===== src/rtl/rs_pkg.sv =====
package rs_pkg;
    localparam int NUM_RAILS = 4;

    typedef enum logic [2:0] {
        ST_IDLE  = 3'd0,
        ST_START = 3'd1,
        ST_UP    = 3'd2,
        ST_ON    = 3'd3,
        ST_STOP  = 3'd4,
        ST_DOWN  = 3'd5
    } seq_state_e;
endpackage


===== src/rtl/rs_fault_qual.sv =====
module rs_fault_qual #(
    parameter int QUAL_CYCLES = 3000
) (
    input  logic clk,
    input  logic rst_n,
    input  logic por_i,
    input  logic comply_i,
    output logic fault_o
);
    localparam int QW = $clog2(QUAL_CYCLES + 1);

    logic          fault_d, fault_q;
    logic [QW-1:0] qcnt_d, qcnt_q;

    always_comb begin
        fault_d = fault_q;
        qcnt_d  = qcnt_q;
        if (por_i || !comply_i) begin
            fault_d = 1'b1;
            qcnt_d  = '0;
        end else if (fault_q) begin
            if (qcnt_q == QW'(QUAL_CYCLES - 1)) begin
                fault_d = 1'b0;
                qcnt_d  = '0;
            end else begin
                qcnt_d = qcnt_q + 1'b1;
            end
        end
    end

    always_ff @(posedge clk or negedge rst_n) begin
        if (!rst_n) begin
            fault_q <= 1'b1;
            qcnt_q  <= '0;
        end else begin
            fault_q <= fault_d;
            qcnt_q  <= qcnt_d;
        end
    end

    assign fault_o = fault_q;

    AST_FAULT_ON_LOSS: assert property (@(posedge clk) disable iff (!rst_n)
        (!comply_i || por_i) |=> fault_q);
    AST_FAULT_CLEAR_QUALIFIED: assert property (@(posedge clk) disable iff (!rst_n)
        $fell(fault_q) |-> $past(comply_i && !por_i));
endmodule


===== src/rtl/rs_seq_core.sv =====
module rs_seq_core #(
    parameter int CNT_W = 16
) (
    input  logic                                      clk,
    input  logic                                      rst_n,
    input  logic                                      por_i,
    input  logic                                      comply_i,
    input  logic                                      seq_act_i,
    input  logic [rs_pkg::NUM_RAILS-1:0][CNT_W-1:0]   dly_i,
    output logic [rs_pkg::NUM_RAILS-1:0]              en_o,
    output logic                                      done_o
);
    import rs_pkg::*;

    localparam int N  = NUM_RAILS;
    localparam int SW = $clog2(N);
    localparam logic [SW-1:0] LAST = SW'(N - 1);

    typedef struct packed {
        seq_state_e       state;
        logic [SW-1:0]    stage;
        logic [CNT_W-1:0] cnt;
        logic [N-1:0]     en;
    } regs_t;

    regs_t cur_q, nxt_d;
    logic  tmr_hit;

    // stage 0 selects the start threshold; stage k selects the delay before rail k
    assign tmr_hit = (cur_q.cnt == dly_i[cur_q.stage]);

    always_comb begin
        nxt_d = cur_q;
        if (por_i || !comply_i) begin
            nxt_d.state = ST_IDLE;
            nxt_d.stage = '0;
            nxt_d.cnt   = '0;
            nxt_d.en    = '0;
        end else begin
            unique case (cur_q.state)
                ST_IDLE: begin
                    if (seq_act_i) begin
                        nxt_d.state = ST_START;
                        nxt_d.stage = '0;
                        nxt_d.cnt   = '0;
                    end
                end
                ST_START: begin
                    if (!seq_act_i) begin
                        nxt_d.state = ST_IDLE;
                        nxt_d.cnt   = '0;
                    end else if (tmr_hit) begin
                        nxt_d.en[0] = 1'b1;
                        nxt_d.cnt   = '0;
                        nxt_d.stage = SW'(1);
                        nxt_d.state = ST_UP;
                    end else begin
                        nxt_d.cnt = cur_q.cnt + 1'b1;
                    end
                end
                ST_UP: begin
                    if (tmr_hit) begin
                        nxt_d.en[cur_q.stage] = 1'b1;
                        nxt_d.cnt = '0;
                        if (cur_q.stage == LAST) begin
                            nxt_d.state = ST_ON;
                            nxt_d.stage = '0;
                        end else begin
                            nxt_d.stage = cur_q.stage + 1'b1;
                        end
                    end else begin
                        nxt_d.cnt = cur_q.cnt + 1'b1;
                    end
                end
                ST_ON: begin
                    if (!seq_act_i) begin
                        nxt_d.state = ST_STOP;
                        nxt_d.stage = '0;
                        nxt_d.cnt   = '0;
                    end
                end
                ST_STOP: begin
                    if (tmr_hit) begin
                        nxt_d.en[LAST] = 1'b0;
                        nxt_d.cnt      = '0;
                        nxt_d.stage    = LAST;
                        nxt_d.state    = ST_DOWN;
                    end else begin
                        nxt_d.cnt = cur_q.cnt + 1'b1;
                    end
                end
                ST_DOWN: begin
                    if (tmr_hit) begin
                        nxt_d.en[cur_q.stage - 1'b1] = 1'b0;
                        nxt_d.cnt = '0;
                        if (cur_q.stage == SW'(1)) begin
                            nxt_d.state = ST_IDLE;
                            nxt_d.stage = '0;
                        end else begin
                            nxt_d.stage = cur_q.stage - 1'b1;
                        end
                    end else begin
                        nxt_d.cnt = cur_q.cnt + 1'b1;
                    end
                end
                default: nxt_d = '{state: ST_IDLE, stage: '0, cnt: '0, en: '0};
            endcase
        end
    end

    always_ff @(posedge clk or negedge rst_n) begin
        if (!rst_n) begin
            cur_q <= '{state: ST_IDLE, stage: '0, cnt: '0, en: '0};
        end else begin
            cur_q <= nxt_d;
        end
    end

    assign en_o   = cur_q.en;
    assign done_o = &cur_q.en;

    AST_ABORT_ALL_OFF: assert property (@(posedge clk) disable iff (!rst_n)
        !comply_i |=> (cur_q.en == '0));
    AST_POR_HOLDS_OFF: assert property (@(posedge clk) disable iff (!rst_n)
        por_i |=> (cur_q.en == '0));
    AST_RAIL_ORDER: assert property (@(posedge clk) disable iff (!rst_n)
        ((cur_q.en & (cur_q.en + 1'b1)) == '0));
    AST_ONE_RAIL_PER_EDGE: assert property (@(posedge clk) disable iff (!rst_n)
        (comply_i && !por_i) |=> ($countones(cur_q.en ^ $past(cur_q.en)) <= 1));
    AST_A_NEEDS_START: assert property (@(posedge clk) disable iff (!rst_n)
        $rose(cur_q.en[0]) |-> $past(comply_i && seq_act_i && !por_i));
endmodule


===== src/rtl/rail_sequencer.sv =====
module rail_sequencer #(
    parameter int CNT_W       = 16,
    parameter int QUAL_CYCLES = 3000,
    parameter bit EN_ACT_LOW  = 1'b0,
    parameter bit SEQ_ACT_LOW = 1'b0
) (
    input  logic                          clk,
    input  logic                          rst_n,
    input  logic                          por_i,
    input  logic                          uv_ok_i,
    input  logic                          ov_i,
    input  logic                          seq_en_i,
    input  logic [CNT_W-1:0]              start_dly_i,
    input  logic [CNT_W-1:0]              dly_b_i,
    input  logic [CNT_W-1:0]              dly_c_i,
    input  logic [CNT_W-1:0]              dly_d_i,
    output logic [rs_pkg::NUM_RAILS-1:0]  en_o,
    output logic                          fault_o,
    output logic                          done_o
);
    localparam int N = rs_pkg::NUM_RAILS;

    logic                       comply;
    logic                       seq_act;
    logic [N-1:0]               en_act;
    logic [N-1:0][CNT_W-1:0]    dly;

    assign comply = uv_ok_i & ~ov_i;
    assign dly    = {dly_d_i, dly_c_i, dly_b_i, start_dly_i};

    generate
        if (SEQ_ACT_LOW) begin : g_seq_low
            assign seq_act = ~seq_en_i;
        end else begin : g_seq_high
            assign seq_act = seq_en_i;
        end
        if (EN_ACT_LOW) begin : g_en_low
            assign en_o = ~en_act;
        end else begin : g_en_high
            assign en_o = en_act;
        end
    endgenerate

    rs_seq_core #(.CNT_W(CNT_W)) u_core (
        .clk       (clk),
        .rst_n     (rst_n),
        .por_i     (por_i),
        .comply_i  (comply),
        .seq_act_i (seq_act),
        .dly_i     (dly),
        .en_o      (en_act),
        .done_o    (done_o)
    );

    rs_fault_qual #(.QUAL_CYCLES(QUAL_CYCLES)) u_fault (
        .clk      (clk),
        .rst_n    (rst_n),
        .por_i    (por_i),
        .comply_i (comply),
        .fault_o  (fault_o)
    );
endmodule


===== config.mk =====
export PLATFORM = sky130hd
export DESIGN_NAME = rail_sequencer
export DESIGN_NICKNAME = d
export VERILOG_FILES = /design/src/rtl/rs_pkg.sv /design/src/rtl/rs_fault_qual.sv /design/src/rtl/rs_seq_core.sv /design/src/rtl/rail_sequencer.sv
export SDC_FILE = /design/constraint.sdc
export NUM_CORES = 1
export LEC_CHECK = 0
export CORE_ASPECT_RATIO = 0.75
export CORE_MARGIN = 5
export CORE_UTILIZATION = 53
export DETAILED_ROUTE_END_ITERATION = 8
export HOLD_SLACK_MARGIN = 0.05
export PLACE_DENSITY_LB_ADDON = 0.15
export SYNTH_ARGS = -nofsm -noshare
export SYNTH_HDL_FRONTEND = slang
export SYNTH_SLANG_ARGS = --single-unit
export TNS_END_PERCENT = 5

===== constraint.sdc =====
create_clock -name clk -period 5.53 [get_ports clk]
set_input_delay 1.659 -clock clk [delete_from_list [all_inputs] [get_ports clk]]
set_output_delay 1.659 -clock clk [all_outputs]
set_load 0.02 [all_outputs]

==> metrics.md, run 1 <==
| Metric | Value |
|---|---|
| Status | `complete, no violations` |
| Dpl hpwl | `about 5500 um` |
| Yosys warnings | `0` |
| CTS tree | `yes` |
| Post-synth EDFFs | `0` |
| Synthesized Nets | `384` |
| Sequential cell area | `roughly 950 sq um` |
| Synth Area in XOR/XNOR | `5.41%` |
| Simple-gate share of the synthesized area | `a little under a fifth` |
| Residual DRC count | `0` |
| Post-synth ARST share | `between 90% and 100%` |
| Initial Util | `54.7%` |
| Average wire per standard cell | `roughly 16 um` |
| Library cells used by synthesis | `just under 50` |
| Achievable Freq | `245 MHz` |
| First-pass DRT Iterations | `5` |
| Remaining antenna violation count | `0` |
| GP Congestion | `approximately 0.84` |
| CTS root buf | `clkbuf_8` |
| # hold bufs at CTS | `0` |
| Setup WS post-layout | `1450 ps` |
| Layout cells sized above 1 | `roughly 6.5%` |
| Clk slew on worst S/H paths | `80 ps` |
| Layout area overhead | `27.1%` |
| Core box area | `approximately 5300 sq um` |
| Multi-input logic area | `roughly 1800 sq um` |
| Max Cap Viol | `0` |
| Setup Viol. Count Final | `0` |
| Cell Area, Synth | `a little under 3000 sq um` |
| Mux share of post-synthesis cell area | `15.2%` |
| Worst min path class | `flip-flop to flip-flop` |
| Endpoint class of the critical path | `flip-flop` |
| Register area share after synthesis | `32.7%` |
| Slowest cell on crit path | `mux4_1` |
| Synth Register Bits | `38` |
| WHS | `between 500 and 600 ps` |
| Filler cell count | `between 400 and 500` |
| Setup Fix Bufs, Post-CTS | `0` |
| Vias per cell | `a little under 6` |
| Diodes inserted | `0` |
| Largest net degree at the start of global routing | `39` |
| Max-slew headroom | `21.4%` |
| Drt first-iter violations | `approximately 270` |
| Tcrit/Tclk final | `between 70% and 80%` |
| Cts bufs inserted | `5` |
| Vias | `~2600` |
| WS Path Type | `input port to flip-flop` |
| Peak supply drop | `~0.000077 V` |
| Critical path peak fanout | `23` |
| Die ar. | `approximately 7100 sq um` |
| Chip Width | `around 96 um` |
| Final total power | `a little under 600 uW` |
| P_leak | `~1.5 nW` |
| Cell count after placement | `between 400 and 500` |
| Ys flop type | `dfrtp_1` |
| Adder-cell share of the synthesized area | `around 2.6%` |
| Boundary Pins | `76` |
| Port buffer count | `75` |
| Largest family of logic cells by synthesized area | `compound AO/OA/AOI/OAI gates` |
| NumNets Final | `about 450` |
| Insertion delay to the later sink of the worst-skew pair | `about 300 ps` |
| Synth Area in Compound Gates | `a little under a fifth` |
| Syn Area/Cell | `9.45 sq um` |
| CP max stage delay | `510 ps` |
| Non-Filler Instances | `around 450` |
| Vias in the first global route | `2477` |
| Row cnt | `23` |
| Post-cts resize count | `0` |
| Worst slack, placed | `between 1000 and 1500 ps` |
| Clk_skew | `9.61 ps` |
| Syn Inst Count | `about 300` |
| Final Max Slew Viols | `0` |
| Total congestion overflow | `0` |
| Worst endpoint required time | `5730 ps` |
| Clk buf depth | `2` |
| Worst path cell trace | `clkdlybuf4s50_1 > mux4_1 > xnor2_1 > nand4_1 > nor4_2 > buf_4 > or2_2 > o21ai_1 > a22o_2` |
| Crit path launch type | `input port` |
| RSZ-0062 raised after global routing | `false` |
| Least-Margin Pin Slew | `1170 ps` |
| Tmin final | `slightly above 4000 ps` |
| H-tree levels | `2` |
| Power per standard cell area | `around 160 nW/um^2` |
| Arrival time at the worst endpoint | `4280 ps` |
| GR Util All Layers | `21.8%` |
| Final Hold Vio Count | `0` |
| Initial antenna violation count | `0` |
| Die Y | `approximately 74 um` |
| Fin Setup TNS | `0 ps` |
| TritonCTS Sinks | `38` |
| Post-Route WL | `7290 um` |
| Global-route wire length before repair | `between 10000 and 15000 um` |
==> sequential cells by signal, indices dropped and copies added, names as in the netlist <==
name / flops
u_fault.qcnt_q: 12
u_core.cur_q: 21
u_fault.fault_o: 1
u_core.en_o: 4
==> area by class of cell <==
| class | instances | share of cell area [%] |
|---|---|---|
| Tap cell | 75 | 2.54 |
| Multi-Input combinational cell | 238 | 47.8 |
| Timing Repair Buffer | 76 | 20.4 |
| Clock buffer | 6 | 2.23 |
| Clock inverter | 2 | 0.338 |
| Sequential cell | 38 | 25.7 |
| Inverter | 10 | 1.01 |
==> critical path, delay by kind of cell <==
| kind | cells | cell delay (ps) |
|---|---|---|
| xor+xnor | 1 | 160 |
| simple gates | 3 | 910 |
| compound gates | 2 | 400 |
| buf+inv | 2 | 640 |
| mux | 1 | 510 |
==> cells in the final DEF (no fill, tap or decap), types with 2 or more instances in the layout <==
master	n
a31oi_1	2
a22o_2	2
nand2_1	22
o2bb2ai_1	2
a21oi_1	17
nand3_1	15
nor2_1	17
xnor2_1	16
o31ai_1	5
and3_1	9
mux4_1	13
inv_1	10
nor2b_1	3
mux4_2	3
a211oi_1	2
mux2_2	2
nand4_1	8
o21ai_0	42
or3_1	5
dfrtp_1	37
xor2_1	2
ha_1	6
nand2b_1	6
clkdlybuf4s50_1	74
nor3b_1	6
clkbuf_8	6
and2_1	2
nor3_1	5
a211o_1	2
a21o_1	9
==> synthesized netlist by cell type (all sizes together), types with 2 or more instances <==
cell | count | share of area (%)
nand3 | 15 | 2.6
and2 | 4 | 0.90
dfrtp | 37 | 32
inv | 10 | 1.3
a211o | 2 | 0.60
a21oi | 17 | 2.9
o31ai | 5 | 1.3
ha | 6 | 2.6
a22o | 3 | 0.99
buf | 14 | 4.2
a21o | 10 | 2.6
nor2 | 18 | 2.4
mux4 | 16 | 14
and3 | 9 | 1.9
nand4 | 8 | 1.7
nand2 | 22 | 2.8
a211oi | 2 | 0.52
xnor2 | 16 | 4.8
clkbuf | 8 | 1.0
nor3 | 5 | 0.86
nor2b | 3 | 0.64
o21ai | 44 | 7.7
or3 | 5 | 1.1
o2bb2ai | 2 | 0.60
nor3b | 6 | 1.5
nand2b | 6 | 1.3
a31oi | 2 | 0.43
xor2 | 2 | 0.60
mux2 | 2 | 0.77
==> path summary, 6_finish.rpt <==
path                                    start                  to  slack [ps]  cells after the start
max in group asynchronous               rst_n    u_core.cur_q[20]        3510                      1
hold reg to reg            u_fault.qcnt_q[11]  u_fault.qcnt_q[11]         510                      1
hold / removal             u_fault.qcnt_q[11]  u_fault.qcnt_q[11]         510                      1
setup reg to reg             u_core.cur_q[20]    u_core.cur_q[14]        2090                      8
setup / recovery                  dly_c_i[14]    u_core.cur_q[14]        1450                      9
min in group asynchronous               rst_n    u_core.cur_q[13]        1450                      1
==> cells by family after synthesis <==
logic type,Yosys count
xor gates and xnor gates,18
DFF,38
and+or+nand+nor,104
muxes,19
buffers and inverters,32
adders and majority gates,6
AOI/OAI and AO/OA,91
==> metrics by stage <==
step	cell area, sq um	util (%)
6_report	3700	69.5
5_1_grt	3700	69.5
4_1_cts	3700	69.5
3_5_place_dp	3610	67.7
3_3_place_gp	3610	67.7
2_1_floorplan	2910	-
==> power by group <==
part,switching [mW],internal [mW]
sequential,0.00296,0.279
clock,0.109,0.100
combinational,0.0283,0.0604
==> metal layers <==
metal | GRT usage (%) | wire length, um | vias to the layer above | share of wire, %
met4 | 5.52 | 68 | 0 | 0.93
li1 | - | - | 1263 | -
met3 | 4.85 | 578 | 7 | 7.9
met5 | 0 | 0 | - | 0
met1 | 32.7 | 3410 | 1254 | 47
met2 | 32.0 | 3230 | 120 | 44
Note: power is estimated with default switching activity, not from simulation.
==> inputs of run 2 (changes only) <==
Settings changed: CORE_UTILIZATION 53 to 45.
Clock period 5.53 ns to 3.4 ns, I/O delays scaled along.
==> run 2 against run 1 <==
Net effect: utilization fell by 8.3 points; global-route usage fell by 2.1 points; die area rose by 16%; first-iteration DRC count fell by 32%; critical path depth did not move; hold slack improved by 1.0 ps; total power rose by 90%; non-clock buffer count rose by 8; setup slack got worse by 1300 ps; sequential share of layout area fell by 1.0 points.
==> metrics.md, run 2 (same netlist as run 1, synthesis figures left out) <==
| Metric | Value |
|---|---|
| Status | `complete, no violations` |
| Cts bufs inserted | `5` |
| Worst min path class | `flip-flop to flip-flop` |
| WP depth | `9` |
| Tmin final | `3220 ps` |
| Top Metal Used | `met4` |
| Non-Filler Instances | `459` |
| Layout cells sized above 1 | `8.73%` |
| Boundary Pins | `76` |
| Largest net degree at the start of global routing | `39` |
| CTS tree | `yes` |
| Clk buf depth | `2` |
| Sequential group share of total power | `just over 40%` |
| Sw power | `between 200 and 250 uW` |
| Net switching share of the total power | `a little over a fifth` |
| # hold bufs at CTS | `0` |
| Most frequent cells in the layout | `74 x clkdlybuf4s50_1, 42 x o21ai_0, 37 x dfrtp_1` |
| Final total power | `around 1.1 mW` |
| Achievable Freq | `between 300 and 400 MHz` |
| Average wire per standard cell | `between 15 and 20 um` |
| Drt first-iter violations | `approximately 180` |
| Power per standard cell area | `286 nW/um^2` |
| TritonCTS Sinks | `38` |
| Metal3 WL | `660 um` |
| Tcrit/Tclk final | `a little over nine tenths` |
| WS Path Type | `input port to flip-flop` |
| Die Y | `between 70 and 80 um` |
| Clk slew on worst S/H paths | `about 90 ps` |
| Hold depth | `1` |
| Endpoint class of the critical path | `flip-flop` |
| Cell count after placement | `approximately 450` |
| Largest register by flop count | `u_core.cur_q` |
| Crit path launch type | `input port` |
| Post-DP Area | `3690 sq um` |
| Top delay family on crit path | `multiplexers` |
| Residual DRC count | `0` |
| WP buf/inv | `2` |
| Worst slack, placed | `-227 ps` |
| P_leak | `approximately 1.6 nW` |
| M1 WL | `approximately 3700 um` |
| Vias | `approximately 2700` |
| Share of total power in combinational logic | `a little over an eighth` |
| Setup WS post-layout | `approximately 180 ps` |
| First-pass DRT Iterations | `4` |
| Setup Viol. Count Final | `0` |
| Initial antenna violation count | `0` |
| Insertion delay to the later sink of the worst-skew pair | `between 200 and 300 ps` |
| Remaining antenna violation count | `0` |
| Launch point of the worst path | `dly_b_i[10]` |
| Commonest non-fill, non-tap cell in the layout | `clkdlybuf4s50_1` |
| Clock power share | `~45%` |
| Clk_skew | `~6.7 ps` |
| Port buffer count | `75` |
| GP Congestion | `around 0.86` |
| Least-Margin Pin Slew | `880 ps` |
| Die ar. | `8200 sq um` |
| Chip Width | `between 100 and 150 um` |
| Max reg flops | `21` |
| Setup Fix Bufs, Post-CTS | `0` |
| Reg2reg path depth | `9` |
| Slowest cell on crit path | `mux4_1` |
| Row cnt | `25` |
| Cell area after layout | `between 3000 and 4000 sq um` |
| H-tree levels | `2` |
| Core box area | `between 6000 and 7000 sq um` |
| Layout area overhead | `32.3%` |
| Arrival time at the worst endpoint | `about 3400 ps` |
| Initial Util | `a little under half` |
| Reg-to-reg startpoint | `u_core.cur_q[20]` |
| Peak supply drop | `0.000195 V` |
| Vias per cell | `~6` |
| NumNets Final | `between 400 and 500` |
| Post-cts resize count | `0` |
| Critical path peak fanout | `11` |
| Max-slew headroom | `approximately 41%` |
| Fin Setup TNS | `0 ps` |
| Vias in the first global route | `2638` |
| Final Hold Vio Count | `0` |
| CTS root buf | `clkbuf_8` |
| Diodes inserted | `0` |
| Total congestion overflow | `0` |
| Dpl hpwl | `5850 um` |
| Final Max Slew Viols | `0` |
| Max Cap Viol | `0` |
| Hold Path Origin | `u_fault.qcnt_q[11]` |
| GR Util All Layers | `between 10% and 20%` |
| Post-Route WL | `roughly 7700 um` |
| DR WL met2 | `3290 um` |
| CP max stage delay | `about 520 ps` |
| Internal Power | `a little under 900 uW` |
| Worst path cell trace | `clkdlybuf4s50_1 > mux4_1 > xnor2_1 > nand4_1 > nor4_4 > buf_6 > o31ai_1 > o21ai_2 > mux2_2` |
| Worst endpoint required time | `between 3000 and 4000 ps` |
| Global-route wire length before repair | `approximately 13000 um` |
| RSZ-0062 raised after global routing | `false` |
==> run 2: power by group through the flow <==
stage | clock network [mW] | registers, mW | logic, mW
after floorplan | 0 | 0.464 | 0.0550
after global placement | 0 | 0.466 | 0.148
after detailed placement | 0 | 0.466 | 0.151
after CTS | 0.492 | 0.457 | 0.152
after global routing | 0.512 | 0.458 | 0.163
final | 0.493 | 0.457 | 0.151
==> run 2: cell type report <==
class | instances | area (sq um)
Multi-Input combinational cell | 238 | 1790
Clock buffer | 6 | 82.6
Sequential cell | 38 | 952
Inverter | 10 | 37.5
Fill cell | 527 | 2440
Tap cell | 81 | 101
Clock inverter | 2 | 60.1
Timing Repair Buffer | 84 | 830
==> run 2: worst paths after layout <==
path                                       to  slack (ps)
min                        u_fault.qcnt_q[11]         510
min in group asynchronous    u_core.cur_q[10]         830
max                          u_core.cur_q[21]         180
max reg2reg                  u_core.cur_q[21]         510
min reg2reg                u_fault.qcnt_q[11]         510
max in group asynchronous    u_core.cur_q[19]        2000
==> run 2: metal layers <==
metal	up-vias	global-route usage, %
li1	1284	-
met1	1279	28.3
met2	109	29.4
met3	5	6.20
met4	0	3.23
met5	-	0
==> run 2: worst reg2reg max path: stages (launching register included) <==
cell and delay, ps:
dfrtp_1 530, buf_12 210, mux4_1 620, xnor2_2 160
nand4_1 150, nor4_4 360, buf_6 190, o31ai_1 80
o21ai_2 160, mux2_2 340
==> run 2: per-stage QoR <==
stage / hold slack [ps] / util, %
finish: 510 / 61.3
global route: 538 / 61.3
CTS: 504 / 60.9
detailed placement: 490 / 58.6
global placement: 473 / 58.6
floorplan: 452 / -
==> inputs of run 3 (changes only) <==
Settings changed: TNS_END_PERCENT 5 to 20.
==> results of run 3 <==
Final layout, timing and power as in run 2 (identical DEF).
